<file path="src/rtl/bgis_pkg.sv">
package bgis_pkg;
  localparam int SLOT_W   = 41;
  localparam int TMPL_W   = 5;
  localparam int BUNDLE_W = 128;
  localparam int OP_W     = 2 * SLOT_W;
  localparam int SLOTS    = 3;

  typedef struct packed {
    logic [OP_W-1:0] data;
    logic            isLong;
    logic            stop;
  } op_t;

  typedef struct packed {
    op_t [SLOTS-1:0] ops;
    logic [1:0]      count;
    logic            illegal;
  } decoded_t;

  // Control-to-datapath strobes
  typedef struct packed {
    logic accept;
    logic clear;
  } strobe_t;

  function automatic decoded_t decodeBundle(input logic [BUNDLE_W-1:0] b);
    decoded_t d;
    logic [TMPL_W-1:0] t;
    logic [SLOT_W-1:0] s0, s1, s2;
    t  = b[TMPL_W-1:0];
    s0 = b[TMPL_W +: SLOT_W];
    s1 = b[TMPL_W+SLOT_W +: SLOT_W];
    s2 = b[TMPL_W+2*SLOT_W +: SLOT_W];
    d = '0;
    d.illegal = t[4] | (t[3] & t[1]);
    d.ops[0] = '{data: {{SLOT_W{1'b0}}, s0}, isLong: 1'b0, stop: t[0]};
    if (t[3]) begin
      d.ops[1] = '{data: {s2, s1}, isLong: 1'b1, stop: t[2]};
      d.count  = 2'd2;
    end else begin
      d.ops[1] = '{data: {{SLOT_W{1'b0}}, s1}, isLong: 1'b0, stop: t[1]};
      d.ops[2] = '{data: {{SLOT_W{1'b0}}, s2}, isLong: 1'b0, stop: t[2]};
      d.count  = 2'd3;
    end
    if (d.illegal) d.count = 2'd0;
    return d;
  endfunction
endpackage

</file>
<file path="src/rtl/bgis_datapath.sv">
module bgis_datapath
  import bgis_pkg::*;
#(
  parameter int ISSUE_W = 2,
  parameter int DEPTH   = 6,
  parameter int PTR_W   = 3,
  parameter int CNT_W   = 3
) (
  input  logic                    clk,
  input  logic [BUNDLE_W-1:0]     inBundle,
  input  strobe_t                 strobes,
  input  logic [PTR_W-1:0]        wrPtr,
  input  logic [PTR_W-1:0]        rdPtr,
  input  logic [ISSUE_W-1:0]      laneValid,
  output logic [1:0]              pushCount,
  output logic [ISSUE_W-1:0]      headStop,
  output logic [ISSUE_W*OP_W-1:0] issueOp,
  output logic [ISSUE_W-1:0]      issueLong,
  output logic                    illegalBundle
);
  localparam int SUM_W = PTR_W + 2;

  function automatic logic [PTR_W-1:0] wrapAdd(input logic [PTR_W-1:0] p, input logic [CNT_W-1:0] k);
    logic [SUM_W-1:0] s;
    s = SUM_W'(p) + SUM_W'(k);
    if (s >= SUM_W'(DEPTH)) s = s - SUM_W'(DEPTH);
    return s[PTR_W-1:0];
  endfunction

  decoded_t dec;
  op_t      mem [DEPTH];

  assign dec       = decodeBundle(inBundle);
  assign pushCount = dec.count;

  always_ff @(posedge clk) begin
    for (int k = 0; k < SLOTS; k++) begin
      if (strobes.accept && !dec.illegal && (k < int'(dec.count)))
        mem[wrapAdd(wrPtr, CNT_W'(k))] <= dec.ops[k];
    end
  end

  always_ff @(posedge clk) begin
    if (strobes.clear) illegalBundle <= 1'b0;
    else               illegalBundle <= strobes.accept & dec.illegal;
  end

  generate
    for (genvar i = 0; i < ISSUE_W; i++) begin : g_lane
      op_t entry;
      assign entry       = mem[wrapAdd(rdPtr, CNT_W'(i))];
      assign headStop[i] = entry.stop;
      assign issueOp[i*OP_W +: OP_W] = laneValid[i] ? entry.data : '0;
      assign issueLong[i] = laneValid[i] & entry.isLong;
    end
  endgenerate

  // the flag only follows an accepted bundle
  p_illegal_after_accept_r3: assert property (@(posedge clk) disable iff (strobes.clear)
    illegalBundle |-> $past(strobes.accept));
endmodule

</file>
<file path="src/rtl/bgis_control.sv">
module bgis_control
  import bgis_pkg::*;
#(
  parameter int ISSUE_W = 2,
  parameter int DEPTH   = 6,
  parameter int PTR_W   = 3,
  parameter int CNT_W   = 3
) (
  input  logic               clk,
  input  logic               syncRst,
  input  logic               inValid,
  input  logic               issueReady,
  input  logic [1:0]         pushCount,
  input  logic [ISSUE_W-1:0] headStop,
  output logic               inReady,
  output strobe_t            strobes,
  output logic [PTR_W-1:0]   wrPtr,
  output logic [PTR_W-1:0]   rdPtr,
  output logic               issueValid,
  output logic [ISSUE_W-1:0] laneValid,
  output logic               groupEnd
);
  localparam int SUM_W = PTR_W + 2;

  function automatic logic [PTR_W-1:0] wrapAdd(input logic [PTR_W-1:0] p, input logic [CNT_W-1:0] k);
    logic [SUM_W-1:0] s;
    s = SUM_W'(p) + SUM_W'(k);
    if (s >= SUM_W'(DEPTH)) s = s - SUM_W'(DEPTH);
    return s[PTR_W-1:0];
  endfunction

  logic [CNT_W-1:0] count;
  logic [CNT_W-1:0] chunkLen;
  logic             accept, pop;
  logic [CNT_W-1:0] pushAdd, popSub;

  always_comb begin
    chunkLen = '0;
    groupEnd = 1'b0;
    for (int i = 0; i < ISSUE_W; i++) begin
      if (!groupEnd && (CNT_W'(i) < count) && headStop[i]) begin
        groupEnd = 1'b1;
        chunkLen = CNT_W'(i + 1);
      end
    end
    if (!groupEnd && count >= CNT_W'(ISSUE_W)) chunkLen = CNT_W'(ISSUE_W);
    for (int i = 0; i < ISSUE_W; i++) laneValid[i] = CNT_W'(i) < chunkLen;
  end

  assign issueValid     = chunkLen != '0;
  assign inReady        = count <= CNT_W'(DEPTH - SLOTS);
  assign accept         = inValid & inReady;
  assign pop            = issueValid & issueReady;
  assign pushAdd        = accept ? CNT_W'(pushCount) : '0;
  assign popSub         = pop ? chunkLen : '0;
  assign strobes.accept = accept;
  assign strobes.clear  = syncRst;

  always_ff @(posedge clk) begin
    if (syncRst) begin
      count <= '0;
      wrPtr <= '0;
      rdPtr <= '0;
    end else begin
      count <= count + pushAdd - popSub;
      wrPtr <= wrapAdd(wrPtr, pushAdd);
      rdPtr <= wrapAdd(rdPtr, popSub);
    end
  end

  p_no_overflow_r8: assert property (@(posedge clk) disable iff (syncRst)
    count <= CNT_W'(DEPTH));
  p_hold_stall_r7: assert property (@(posedge clk) disable iff (syncRst)
    issueValid && !issueReady |=> issueValid && $stable(laneValid) && $stable(rdPtr) && $stable(groupEnd));
  p_full_chunk_r5: assert property (@(posedge clk) disable iff (syncRst)
    issueValid && !groupEnd |-> &laneValid);
  p_reset_empty_r9: assert property (@(posedge clk) disable iff (syncRst)
    $past(syncRst) |-> !issueValid && inReady);
endmodule

</file>
<file path="src/rtl/bundle_group_issuer.sv">
module bundle_group_issuer
  import bgis_pkg::*;
#(
  parameter int ISSUE_W     = 2,
  parameter int BUF_BUNDLES = 2
) (
  input  logic                    clk,
  input  logic                    syncRst,
  input  logic                    inValid,
  output logic                    inReady,
  input  logic [127:0]            inBundle,
  output logic                    illegalBundle,
  output logic                    issueValid,
  input  logic                    issueReady,
  output logic [ISSUE_W-1:0]      issueLaneValid,
  output logic [ISSUE_W*82-1:0]   issueOp,
  output logic [ISSUE_W-1:0]      issueLong,
  output logic                    issueGroupEnd
);
  localparam int DEPTH = BUF_BUNDLES * SLOTS;
  localparam int PTR_W = (DEPTH > 1) ? $clog2(DEPTH) : 1;
  localparam int CNT_W = $clog2(DEPTH + 1);

  strobe_t            strobes;
  logic [PTR_W-1:0]   wrPtr, rdPtr;
  logic [1:0]         pushCount;
  logic [ISSUE_W-1:0] headStop;

  bgis_control #(.ISSUE_W(ISSUE_W), .DEPTH(DEPTH), .PTR_W(PTR_W), .CNT_W(CNT_W)) u_ctrl (
    .clk(clk), .syncRst(syncRst), .inValid(inValid), .issueReady(issueReady),
    .pushCount(pushCount), .headStop(headStop), .inReady(inReady), .strobes(strobes),
    .wrPtr(wrPtr), .rdPtr(rdPtr), .issueValid(issueValid), .laneValid(issueLaneValid),
    .groupEnd(issueGroupEnd)
  );

  bgis_datapath #(.ISSUE_W(ISSUE_W), .DEPTH(DEPTH), .PTR_W(PTR_W), .CNT_W(CNT_W)) u_dp (
    .clk(clk), .inBundle(inBundle), .strobes(strobes), .wrPtr(wrPtr), .rdPtr(rdPtr),
    .laneValid(issueLaneValid), .pushCount(pushCount), .headStop(headStop),
    .issueOp(issueOp), .issueLong(issueLong), .illegalBundle(illegalBundle)
  );
endmodule

</file>
<file path="config.mk">
export PLATFORM = sky130hd
export DESIGN_NAME = bundle_group_issuer
export DESIGN_NICKNAME = d
export VERILOG_FILES = /design/src/rtl/bgis_pkg.sv /design/src/rtl/bgis_datapath.sv /design/src/rtl/bgis_control.sv /design/src/rtl/bundle_group_issuer.sv
export SDC_FILE = /design/constraint.sdc
export NUM_CORES = 2
export LEC_CHECK = 0
export ABC_AREA = 1
export BUFFER_PORTS_ARGS = -buffer_cell sky130_fd_sc_hd__buf_4
export CORE_MARGIN = 10
export CORE_UTILIZATION = 30
export CTS_CLUSTER_DIAMETER = 120
export DETAILED_ROUTE_END_ITERATION = 8
export PLACE_DENSITY = 0.48
export SYNTH_ARGS = -nofsm -noshare
export SYNTH_HDL_FRONTEND = slang
export SYNTH_SLANG_ARGS = --single-unit
</file>
<file path="constraint.sdc">
create_clock -name clk -period 4.2 [get_ports clk]
set_clock_uncertainty 0.15 [all_clocks]
set_input_delay 0.21 -clock clk [delete_from_list [all_inputs] [get_ports clk]]
set_output_delay 0.21 -clock clk [all_outputs]
set_load 0.02 [all_outputs]
</file>
* Word-level counts from Yosys, hierarchy flattened
Memory sizes are Yosys's and may differ from the RTL's. Index checks and enable logic that the tools add are counted.
Storage, ports and cells: bits in registers 10, output and inout port bits 172, word-level logic and storage cells 83, bits in writable memories 504, bits of input ports 132, memories kept 1
Memories:
- u_dp.mem | words 6, width 84, read ports 2, clocked after Yosys merged registers in 0, write ports 3, RTL line bgis_datapath.sv:31 | op_t mem [DEPTH];
Operators by class: mux-type cells 29, add/subtract/negate cells 14, reduce and logical (&&, ||, !) cells 12, bitwise operators 7, magnitude comparators 16
Operators with widths (number):
- 2-to-1 mux 82 bit | 2
- 2-to-1 mux 84 bit | 1
- 2-to-1 mux 43 bit | 1
- 2-to-1 mux 3 bit | 10
- subtractor 3 bit, second input constant | 7
- greater-or-equal comparator 4 x 3 -> 1 bit, second input constant | 5
- 2-to-1 mux 1 bit | 10
- 2-to-1 mux 2 bit | 5
- adder 3 x 1 -> 4 bit, second input constant | 2
- adder 3 x 2 -> 4 bit | 2
- logical AND 1 bit | 8
- < comparator 1 x 2 -> 1 bit, first input constant | 4
- bitwise AND 1 bit | 6
- greater-or-equal comparator 3 bit, second input constant | 2
- < comparator 1 x 3 -> 1 bit, first input constant | 2
- adder 3 x 2 -> 4 bit, second input constant | 1
- adder 3 bit | 1
- greater-or-equal comparator 3 x 2 -> 1 bit, second input constant | 1
- less-or-equal comparator 3 x 2 -> 1 bit, second input constant | 1
- logical NOT 1 bit | 3
- nonzero test 3 bit | 1
- subtractor 3 bit | 1
- < comparator 2 bit, first input constant | 1
- OR 1 bit | 1

* Logic depth before layout (Yosys ltp)
An unclocked memory read counts as a cell.
depth after elaboration 18, mapped depth 23, mapped depth without buffers 17

* By module
From an unflattened synthesis, not the netlist that was laid out.
Second synthesis, totals: cells, all modules 5357, area, all modules 34446.8 sq um
By module, submodules not included:
- bgis_datapath | area an instance 33791.2 sq um, cells an instance 5263, instances 1, seq. area each 12632.1 sq um
- bgis_control | area an instance 655.6 sq um, cells an instance 94, instances 1, seq. area each 180.2 sq um

* Least setup slack after synthesis
OpenSTA, ideal clock, no wires.
path kind reg-to-reg, from register u_ctrl.rdPtr[0], to register u_ctrl.count[2], stages on the path, launching flop included 23, clock period less this slack 3.846 ns, library setup time 0.131 ns, required time 3.919 ns, path slack 0.354 ns, path buffers 6, arrival 3.565 ns, path through dfxtp_1 -> buf_4 -> inv_2 -> buf_4 -> buf_2 -> buf_1 -> ha_1 -> nand2_1 -> nand2_1 -> nand2_1 -> nand2_1 -> nand3_1 -> o211ai_1 -> buf_2 -> buf_2 -> nor2_1 -> ha_1 -> inv_1 -> ha_1 -> fa_1 -> xor2_1 -> nand2_1 -> nor3b_1
Between the ends: word-level cells in the longest chain between the ends 16, elaborated cells on any way between the ends 23, classes of those cells 4 x add/sub; 2 x order compare; 8 x mux; 1 x bitwise; 7 x reduce/logical; 1 x memory
Ends and longest elaborated chain:
- from (decl) | RTL line bgis_control.sv:18 | output logic [PTR_W-1:0] rdPtr,
- from (signal assigned) | RTL line bgis_control.sv:67 | rdPtr <= wrapAdd(rdPtr, popSub);
- parallel branches: the longest is 2 deep, another holds adder 3 x 1 -> 4 bit
- memory read (6 x 84 bit) (*)
- logical AND 1 bit | RTL line bgis_control.sv:41 | if (!groupEnd && (CNT_W'(i) < count) && headStop[i]) begin
- 2-to-1 mux 1 bit | RTL line bgis_control.sv:41
- logical NOT 1 bit | RTL line bgis_control.sv:41
- logical AND 1 bit (2 in a row) | RTL line bgis_control.sv:41
- 2-to-1 mux 1 bit | RTL line bgis_control.sv:41
- logical NOT 1 bit | RTL line bgis_control.sv:46 | if (!groupEnd && count >= CNT_W'(ISSUE_W)) chunkLen = CNT_W'(ISSUE_W);
- logical AND 1 bit | RTL line bgis_control.sv:46
- 2-to-1 mux 2 bit (*) | RTL line bgis_control.sv:46
- nonzero test 3 bit | RTL line bgis_control.sv:50 | assign issueValid = chunkLen != '0;
- bitwise AND 1 bit | RTL line bgis_control.sv:53 | assign pop = issueValid & issueReady;
- 2-to-1 mux 2 bit (*) | RTL line bgis_control.sv:55 | assign popSub = pop ? chunkLen : '0;
- subtractor 3 bit (*) | RTL line bgis_control.sv:65 | count <= count + pushAdd - popSub;
- to (signal assigned) | RTL line bgis_control.sv:65
- to (decl) | RTL line bgis_control.sv:32 | logic [CNT_W-1:0] count;
Mark *: on every way between the ends. A chain may end at the register's enable or synchronous reset.

* Worst setup path in the final report
from register u_ctrl.rdPtr[0], to output issueOp[83]
Between the ends: word-level cells in the longest chain between the ends 14, elaborated cells on any way between the ends 21, classes of those cells 3 x add/sub; 3 x order compare; 8 x mux; 6 x reduce/logical; 1 x memory
Ends and longest elaborated chain:
- parallel branches: the longest is 2 deep, another holds adder 3 x 1 -> 4 bit
- memory read (6 x 84 bit) (*)
- logical AND 1 bit | RTL line bgis_control.sv:41
- 2-to-1 mux 1 bit | RTL line bgis_control.sv:41
- logical NOT 1 bit | RTL line bgis_control.sv:41
- logical AND 1 bit (2 in a row) | RTL line bgis_control.sv:41
- 2-to-1 mux 1 bit | RTL line bgis_control.sv:41
- logical NOT 1 bit | RTL line bgis_control.sv:46
- logical AND 1 bit | RTL line bgis_control.sv:46
- 2-to-1 mux 2 bit | RTL line bgis_control.sv:46
- < comparator 1 x 2 -> 1 bit | RTL line bgis_control.sv:47 | for (int i = 0; i < ISSUE_W; i++) laneValid[i] = CNT_W'(i) < chunkLen;
- 2-to-1 mux 82 bit (*) | RTL line bgis_datapath.sv:53 | assign issueOp[i*OP_W +: OP_W] = laneValid[i] ? entry.data : '0;
- to (decl) | RTL line bundle_group_issuer.sv:16 | output logic [ISSUE_W*82-1:0] issueOp,
Marked as above.

==> metrics.yaml <==
yosys:
  synth_top_family_by_area: "simple AND/OR/NAND/NOR gates"
  yosysMostFrequentCell: "nand2_1"
  yosys.area.top_type: "edfxtp_1"
  synth_mux_area_share_pct: 0.0290
  synth.top_cell.area_share_pct: 21.9
  netlist_top_cells_count: "nand2_1 (1478), nor2_1 (476), inv_1 (431)"
  async_reset_ff_share_pct: 0
  synth-adder-area-share_pct: 0.811
  yosys.area_share.simple_pct: 33.2
  synth_xor_area_share_pct: 0.127
  synth_cell_type_count: 42
  synth_seq_area_share_pct: 37.1
  synth_nets: 5358
  synth_edf_count: 252
  synth-seq-cells: 514
  synth_area_leaders: "edfxtp_1 (22%), nand2_1 (16%), dfxtp_1 (15%)"
  synth_compound_area_share_pct: 17.3
  ys_warn_count: 0
  syn_avg_cell_area_um2: 6.64
  synthCells: 5206
  netlist_area_mm2: 0.0346
  ys_dominant_reg_cell: "dfxtp_1"
pwr:
  p_int_uw: 13100
  p_leak_uw: 0.0186
  p_seq_share_pct: 26.9
  clkPwrFrac_pct: 23.7
  irDropWorstVdd_mv: 0.626
  comb_power_share_pct: 49.4
  swShare_pct: 45.8
  p_per_area_mw_per_mm2: 579
  p_sw_uw: 11100
routing:
  drtAntennaViolNets: 0
  first_pass_iters: 6
  drc: 0
  post_drt_wl_per_cell_um: 25.0
  vias_per_cell: 5.47
  first_iter_violations: 4575
  wl_um: 173000
  dr_total_vias: 38000
cells_and_area:
  final_core_util_pct: 36.5
  drive_gt1_share_pct: 10.4
  nFillCells: 12200
  syn_to_final_growth_pct: 20.8
  nets: 5522
die:
  die_area_mm2: 0.129
  core_mm2: 0.114
  chipWidth_um: 359
  initial_core_util_pct: 30.2
  row_count: 124
  ios: 304
  die_h_um: 359
grt:
  grt_pass1_vias: 35100
  grt_pass1_wl_um: 248000
  busiest_layer: "met2"
  grt_use_met3_pct: 4.91
  grt_util_all_layers_pct: 25.3
  grt_use_met1_pct: 33.8
  antenna_found_initial: 17
  grtUsageMet2_pct: 39.5
  gr-total-overflow: 0
  grt_max_degree: 248
setup_path:
  timing.rr.start: "u_ctrl.wrPtr[1]$_SDFF_PP0_"
  crit_family: "buffers and inverters"
  r2r_slack_ns: 0.17
  path_cells: "buf_6 > buf_12 > nor2_1 > a21oi_1 > nand2_1 > nand2_1 > nor2_1 > nor2_1 > buf_4"
  slowest_delay_ns: 0.56
  cp_common_cell: "nor2_1"
  required_ns: 3.84
  arrival_ns: 3.77
  end_kind: "output port"
  crit_fanout: 208
  crit_path_start_kind: "flop"
  r2r_cells: 10
  r2r-end: "u_dp.mem[4][0]$_DFFE_PP_"
  worstPathBufferInverterCount: 3
  cpMaxStageDelayCell: "buf_6"
  worstSetupPathType: "reg2out"
clock_tree:
  path_clk_slew_ns: 0.06
  cts_tree: "yes"
  cts_setup_buffers: 0
  clock_insertion_delay_worst_skew_ns: 0.68
  clock-sinks: 514
  cts.htree.levels: 2
  clockBufferDepth: 3
  numCtsBuffers: 61
  root_buffer: "clkbuf_16"
placement:
  hpwlAfterDp_um: 104000
  gp_congestion: 0.846
  port_buffers: 303
  dpl_worst_slack_ns: 0.541
timing:
  hold_ws_ns: 0.0354
  rsz0062_at_grt: "false"
  post-route-period-util_pct: 98.2
  setup_viol: 0
  fin_tns_setup_ns: 0
  min_period_ns: 4.13
  max_slew_margin_pct: 15.0
  report.final.slew_viol_count: 0
  tightestPinTransition_ns: 1.27
  hold_viol: 0
  finalWorstSetupSlack_ns: 0.0749
  fmax_ghz: 0.242
worst_hold_path:
  hold_class: "in2reg"
  whs_endpoint: "u_dp.mem[2][0]$_DFFE_PP_"
  holdPathStages: 5
  hp-start: "inBundle[1]"
job:
  max_cap_violations: 0
run_status:
  outcome: "finished clean"
through the flow:
step | instances | area [um2] | power, uW
2_1_floorplan | 5206 | 34600 | 13900
3_3_place_gp | 6639 | 37800 | 18200
3_5_place_dp | 6639 | 37800 | 18200
4_1_cts | 6932 | 41700 | 24100
5_1_grt | 6935 | 41800 | 25700
6_report | 6937 | 41800 | 24200
power groups by stage:
stage / combinational (uW) / sequential [uW] / clock, uW
6_report: 11900 / 6500 / 5740
5_1_grt: 13100 / 6560 / 5970
4_1_cts: 11900 / 6470 / 5790
3_5_place_dp: 11700 / 6580 / 0
3_3_place_gp: 11600 / 6570 / 0
2_1_floorplan: 7530 / 6420 / 0
final cells by class:
type	instances	area (um2)	share of cell area, %
diodes	4	10.0	0.0240
clock buffers	85	1740	4.17
clock inverters	29	369	0.884
inverters	443	1680	4.02
multi-input cells	3767	18000	43.0
flip-flops and latches	514	12800	30.7
well taps	1512	1890	4.53
repair buffers	583	5290	12.7
cells by family (layout without fill, tap and decap cells):
group,count (synthesis),after routing
other,0,4
and+or+nand+nor,2648,2649
AOI/OAI and AO/OA,1092,1092
buffers and inverters,926,1140
xor gates and xnor gates,5,5
muxes,1,1
adders and majority gates,20,20
DFF,514,514
tightest hold or removal path: stages:
cell,delay [ns]
buf_4,0.12
mux2i_1,0.17
nand2_1,0.11
nand3_1,0.06
nand2_1,0.06
routing by layer:
layer / vias up / share of wire (%) / routed length (um)
met5: - / 0.054 / 94
met4: 18 / 4.3 / 7360
met3: 337 / 9.1 / 15700
met2: 1855 / 44 / 76100
met1: 18000 / 43 / 73800
li1: 17700 / - / -
sequential cells by signal (all words and copies together), names as in the netlist:
signal and cells:
u_dp.mem 504, u_ctrl.rdPtr 3, u_dp.illegalBundle 1, u_ctrl.wrPtr 3
u_ctrl.count 3
timing repair:
action                                 CTS  global route
gates resized for setup                  2             9
hold buffers                           179             0
pin swaps                                0             1
setup endpoints to repair                9            77
endpoints found under the hold margin  470             0
cloned                                   0             1
how the worst max path moves through the flow:
stage | end | from | cells past startpoint | slack, ns
after floorplan | u_ctrl.count[2]$_SDFF_PP0_ | u_ctrl.rdPtr[0]$_SDFF_PP0_ | 22 | 0.35
after global placement | issueOp[85] | u_ctrl.rdPtr[0]$_SDFF_PP0_ | 12 | 0.52
after detailed placement | issueOp[85] | u_ctrl.rdPtr[0]$_SDFF_PP0_ | 12 | 0.54
after CTS | issueOp[11] | u_ctrl.rdPtr[0]$_SDFF_PP0_ | 12 | 0.01
after global routing | issueOp[83] | u_ctrl.rdPtr[0]$_SDFF_PP0_ | 9 | 0.01
final | issueOp[83] | u_ctrl.rdPtr[0]$_SDFF_PP0_ | 9 | 0.07
layout by cell type (no fill, tap or decap), types with 5 or more instances in the layout:
master            n
nand2_1        1470
nor2_1          473
inv_1           431
o21ai_0         423
a21oi_1         404
buf_4           363
nand3_1         326
nand4_1         323
dfxtp_1         261
edfxtp_1        252
dlygate4sd3_1   179
o211ai_1        165
o21ai_1          63
clkbuf_16        63
o21bai_1         36
buf_12           35
ha_1             16
nand3_4          13
clkbuf_1         13
clkinv_2         12
nand2_4           9
inv_2             8
clkbuf_8          8
nand2_2           7
bufinv_16         7
clkinv_1          6
buf_6             6
nor2_2            5
Power figures use the tool's default switching activity.
